$ cat config.mk
export PLATFORM = sky130hd
export DESIGN_NAME = pin_edge_qual
export DESIGN_NICKNAME = d
export VERILOG_FILES = /design/src/rtl/pin_edge_qual_pkg.sv /design/src/rtl/pin_edge_qual_sync.sv /design/src/rtl/pin_edge_qual_filter.sv /design/src/rtl/pin_edge_qual_strobe.sv /design/src/rtl/pin_edge_qual.sv
export SDC_FILE = /design/constraint.sdc
export NUM_CORES = 1
export LEC_CHECK = 0
export CORE_AREA = 2 2 39 41
export CTS_CLUSTER_SIZE = 20
export DETAILED_ROUTE_END_ITERATION = 8
export DIE_AREA = 0 0 41 43
export PLACE_DENSITY = 0.52
export SYNTH_ARGS = -nofsm -noshare
export SYNTH_HDL_FRONTEND = slang
export SYNTH_SLANG_ARGS = --single-unit
$ cat constraint.sdc
create_clock -name clk_i -period 1.2 [get_ports clk_i]
set_clock_uncertainty 0.1 [all_clocks]
set_input_delay 0.24 -clock clk_i [delete_from_list [all_inputs] [get_ports clk_i]]
set_output_delay 0.24 -clock clk_i [all_outputs]
set_load 0.01 [all_outputs]
$ cat src/rtl/pin_edge_qual_pkg.sv
package pin_edge_qual_pkg;
  typedef enum logic [1:0] {
    SEL_FALL = 2'b00,
    SEL_RISE = 2'b01,
    SEL_BOTH = 2'b10,
    SEL_NONE = 2'b11
  } edge_sel_e;
endpackage

$ cat src/rtl/pin_edge_qual_sync.sv
module pin_edge_qual_sync #(
  parameter int unsigned STAGES = 2
) (
  input  logic clk_i,
  input  logic rst_ni,
  input  logic d_i,
  output logic q_o
);
  logic [STAGES-1:0] ff_q;

  genvar g;
  generate
    for (g = 0; g < STAGES; g++) begin : g_stage
      always_ff @(posedge clk_i or negedge rst_ni) begin
        if (!rst_ni) ff_q[g] <= 1'b0;
        else if (g == 0) ff_q[g] <= d_i;
        else ff_q[g] <= ff_q[(g == 0) ? 0 : g-1];
      end
    end
  endgenerate

  assign q_o = ff_q[STAGES-1];
endmodule

$ cat src/rtl/pin_edge_qual_filter.sv
module pin_edge_qual_filter #(
  parameter int unsigned CONFIRM = 2
) (
  input  logic clk_i,
  input  logic rst_ni,
  input  logic lvl_i,
  input  logic smp_en_i,
  input  logic run_i,
  output logic rise_o,
  output logic fall_o
);
  localparam int unsigned HW = CONFIRM - 1;

  logic [HW-1:0] hist_q;
  logic          lvl_q;
  logic          armed_q;  // first enable after reset consumed
  logic [HW:0]   hist_ext;
  logic          confirm;

  assign hist_ext = {hist_q, lvl_i};
  assign confirm  = run_i && smp_en_i && (hist_q == {HW{lvl_i}}) && (lvl_i != lvl_q);
  assign rise_o   = confirm && lvl_i;
  assign fall_o   = confirm && !lvl_i;

  always_ff @(posedge clk_i or negedge rst_ni) begin
    if (!rst_ni) begin
      hist_q  <= '0;
      lvl_q   <= 1'b0;
      armed_q <= 1'b0;
    end else if (!run_i) begin
      // once past the first enable, track the pin while stopped
      if (armed_q) begin
        hist_q <= {HW{lvl_i}};
        lvl_q  <= lvl_i;
      end
    end else begin
      armed_q <= 1'b1;
      if (smp_en_i) begin
        hist_q <= hist_ext[HW-1:0];
        if (confirm) lvl_q <= lvl_i;
      end
    end
  end
endmodule

$ cat src/rtl/pin_edge_qual_strobe.sv
module pin_edge_qual_strobe
  import pin_edge_qual_pkg::*;
(
  input  logic       clk_i,
  input  logic       rst_ni,
  input  logic       rise_i,
  input  logic       fall_i,
  input  logic [1:0] sel_i,
  output logic       edge_o
);
  logic hit;
  logic edge_q;

  always_comb begin
    unique case (edge_sel_e'(sel_i))
      SEL_FALL: hit = fall_i;
      SEL_RISE: hit = rise_i;
      SEL_BOTH: hit = rise_i | fall_i;
      default:  hit = 1'b0;
    endcase
  end

  always_ff @(posedge clk_i or negedge rst_ni) begin
    if (!rst_ni) edge_q <= 1'b0;
    else edge_q <= hit;
  end

  assign edge_o = edge_q;
endmodule

$ cat src/rtl/pin_edge_qual.sv
module pin_edge_qual #(
  parameter int unsigned SYNC_STAGES = 2,
  parameter int unsigned CONFIRM     = 2
) (
  input  logic       clk_i,
  input  logic       rst_ni,
  input  logic       pin_i,
  input  logic       run_i,
  input  logic       cnt_mode_i,
  input  logic       pclk_en_i,
  input  logic       pscl_en_i,
  input  logic [1:0] edge_sel_i,
  output logic       edge_o
);
  logic pin_sync;
  logic smp_en;
  logic rise;
  logic fall;

  assign smp_en = cnt_mode_i ? pclk_en_i : pscl_en_i;

  pin_edge_qual_sync #(.STAGES(SYNC_STAGES)) u_sync (
    .clk_i (clk_i),
    .rst_ni(rst_ni),
    .d_i   (pin_i),
    .q_o   (pin_sync)
  );

  pin_edge_qual_filter #(.CONFIRM(CONFIRM)) u_filt (
    .clk_i   (clk_i),
    .rst_ni  (rst_ni),
    .lvl_i   (pin_sync),
    .smp_en_i(smp_en),
    .run_i   (run_i),
    .rise_o  (rise),
    .fall_o  (fall)
  );

  pin_edge_qual_strobe u_strb (
    .clk_i (clk_i),
    .rst_ni(rst_ni),
    .rise_i(rise),
    .fall_i(fall),
    .sel_i (edge_sel_i),
    .edge_o(edge_o)
  );
endmodule

==> results by stage <==
Outcome:
- The run finished with clean final reports.

Global routing:
- The global-route usage over all layers is 7.69%.
- The maximum number of pins on one net before global-route repair is 7.
- The initial antenna violation count is 0.
- Global routing finished with a remaining overflow of 0.
- The first global-routing pass estimated 834 um of wire.
- The via count of the first global-routing pass came to 215.

Timing:
- The count of final max-slew check failures is 0.
- At the pin with the least slew margin, the transition time is 0.269 ns.
- The hold violation count in the final report came to 0.
- The final setup violation count is 0.
- The worst pin sits at a relative slew slack of 82.0%.
- The top achievable clock speed is 0.837 GHz.
- The shortest clock period the worst path allows after layout is 1.20 ns.
- After layout, the worst path uses 99.6% of the clock period.
- The worst hold slack is 0.137 ns.
- Setup repair after global routing could not meet its margin everywhere.

Cells and area:
- The final-layout fill cell count is 145.
- The combined flip-flop and latch cell area is 150 sq um.
- The post-route non-filler standard cell count is 55.
- Measured on the finished design, the core utilization comes to 33.8%.
- The number of nets in the final layout is 50.
- The cell area after layout is 468 sq um.
- In the final layout, the multi-input gates occupy 143 sq um.
- Of the cells placed in the final design, the portion with a size suffix greater than 1 is 46.2%.
- The number of antenna diodes in the final layout is 0.
- The area growth from synthesis to layout is 79.8%.

Logic synthesis:
- The sequential element share of the synthesized area is 57.7%.
- The most frequent cell after synthesis is dfrtp_1.
- The mapped cell area is 260 sq um.
- Synthesis produced 21 cells.
- The area share of the largest cell type after synthesis is 57.7%.
- In the synthesized netlist, the cells that appear most often are 6 x dfrtp_1, 3 x a21oi_1.
- In this run, synthesis produced a sequential element count of 6.
- Averaged over all synthesized cells, the footprint is 12.4 sq um.
- The most used flip-flop cell after synthesis is dfrtp_1.
- Ranked by total cell area, the synthesized netlist is headed by dfrtp_1 58%, a21oi_1 5.8%, mux2_4 5.8%.
- The async set-reset flop share out of synthesis is 100%.
- The synthesized design spends more area on one cell type than any other, namely dfrtp_1.
- Synthesis produced a netlist with a net count of 30.
- During synthesis, Yosys emitted a total of 0 warnings.
- The synthesized design contains 0 enable-type register cells.
- The number of unique standard cell types used by synthesis is 14.

Clock network:
- The maximum root-to-sink buffer count is 2.
- In this run the clock root is driven by a clkbuf_4.
- The CTS tree is done.
- Clock-pin slew was measured on the worst setup and hold paths at 0.04 ns.
- The clock net in this run drives a total of 6 sinks.
- CTS built an H-tree with a depth of 1.
- Counting the buffers created by CTS gives 3.
- The insertion delay of the later-clocked pin in the worst-skew pair is 0.24 ns.
- The number of buffers inserted by post-CTS setup repair is 0.

Power:
- VDD sags by at most 696 uV.
- The total power per unit cell area is 1100 mW/mm^2.
- The static power due to leakage is 0.210 nW.
- Power comes to 515 uW.

Die:
- The initial utilization of the core area, before any placement, comes to 18.8%.
- The region available for standard cell placement spans 0.00138 sq mm.
- The die covers 0.00176 sq mm.
- The vertical extent of the die is 43 um.
- The count of pins on the block boundary is 10.
- The floorplan has 14 rows.
- The horizontal die dimension is 41 um.

Setup path:
- The launch point of the critical path is u_sync.q_o.
- The worst path required time is 1.27 ns.
- For this run, the slowest stage of the critical path takes 0.54 ns.
- STA classifies the critical path startpoint as a flip-flop.
- The register-to-register setup slack is 0.005 ns.
- The startpoint identified for the worst register-to-register timing path is u_sync.q_o.
- The element type at the critical path end is a flip-flop.
- By startpoint and endpoint, the worst setup path is classified as flip-flop to flip-flop.
- Walking the worst path, the cells encountered are or4b_4, a21oi_2.
- Counting cells, the worst reg-to-reg path comes to 2.
- The largest driver fanout on the critical path is 2.
- The critical path ends at u_strb.edge_o.
- The slowest library cell on the worst path is or4b_4.
- The critical path arrival is 1.27 ns.
- The endpoint of the worst-slack reg-to-reg timing path is u_strb.edge_o.

Drt:
- The wire length after detailed routing is 545 um.
- In this run the remaining antenna-violating nets after routing total 0.
- The DRC violation total after the first TritonRoute iteration is 0.
- For this run, the detailed router's first-pass iteration total came to 1.
- The count of unresolved DRC violations after routing is 0.
- The detailed-route via count is 234.
- The via density per instance is 4.25.
- In the final routed layout, each cell accounts on average for 9.91 um.

Job:
- Max-cap violations in this run came to 0.

Hold path:
- In this run the worst hold path is classified as input port to asynchronous set/reset pin.

Placed design:
- Including well taps, the total number of placed cells is 52.
- The quantity of I/O buffers inserted on ports is 9.
- The final weighted congestion in routability-driven placement is 0.592.
- The area of placed instances is 419 sq um.
## cell families after synthesis
logic type	count (synthesis)	synth area share [%]
compound gates	5	11.5
xor+xnor	1	3.37
buf+inv	1	1.44
flops	6	57.7
mux	2	10.1
simple gates	6	15.9
## how the worst min path moves through the flow
stage | cells after the start | slack [ns] | to | from
after global routing | 1 | 0.14 | u_filt.armed_q | rst_ni
final | 1 | 0.14 | u_filt.hist_q | rst_ni
after global placement | 0 | 0.23 | u_sync.q_o | u_sync.ff_q[0]
after CTS | 1 | 0.13 | u_filt.hist_q | rst_ni
after floorplan | 0 | -0.16 | u_filt.armed_q | rst_ni
after detailed placement | 0 | 0.24 | u_sync.q_o | u_sync.ff_q[0]
## registers in the layout (all words and copies together) (netlist names)
register,flops
u_filt.armed_q,1
u_filt.hist_q,1
u_filt.lvl_q,1
u_strb.edge_o,1
u_sync.ff_q,1
u_sync.q_o,1
## worst max-delay path: cells and delay by family (launching register included)
kind / cells / cell delay, ns
DFF: 1 / 0.37
AOI/OAI and AO/OA: 1 / 0.12
and+or+nand+nor: 1 / 0.54
## cells in the final DEF, fill, tap and decap left out
cell	n
clkdlybuf4s15_1	1
nor2b_1	1
nand4_1	1
a31oi_4	1
a2bb2oi_2	1
mux2_4	2
buf_4	6
a21oi_1	1
dfrtp_1	6
xor2_1	1
or2_2	1
nand4b_1	1
nand2_1	1
clkdlybuf4s50_1	3
dlygate4sd2_1	3
clkbuf_2	1
a21oi_2	2
clkbuf_4	3
or4b_4	1
inv_1	1
dlymetal6s2s_1	1
## metal layers
metal | routed length [um] | share of wire (%) | vias up | global-route usage, %
met4 | 0 | 0 | 0 | 2.00
met2 | 238 | 44 | 12 | 9.69
met1 | 236 | 43 | 108 | 8.58
met3 | 71 | 13 | 0 | 8.38
met5 | 0 | 0 | - | 0
li1 | - | - | 114 | -
## through the flow
step | setup TNS [ns] | worst slack [ns]
2_1_floorplan | -0.0103 | -0.0103
3_3_place_gp | -1.30 | -0.515
3_5_place_dp | -1.37 | -0.528
4_1_cts | -0.0125 | -0.0125
5_1_grt | -0.0272 | -0.0272
6_report | 0 | 0.00464
## what timing repair did
item                                    in CTS  in global routing
resized for setup                            7                  8
endpoints found under the setup margin       4                  4
pin swaps                                    3                  4
hold buffers                                 0                  0
## power breakdown
group,switching [mW],internal (mW),total [mW]
sequential,0.00729,0.216,0.223
clock,0.0723,0.113,0.185
combinational,0.0415,0.0647,0.106
total,0.121,0.394,0.515
## cell type report
class                   instances  share of cell area [%]
clock buffers                   3                    4.81
well taps                      16                    4.28
multi-input cells              14                    30.5
flip-flops and latches          6                    32.1
inverters                       1                   0.802
repair buffers                 15                    27.5
(Power assumes the default switching activity.)
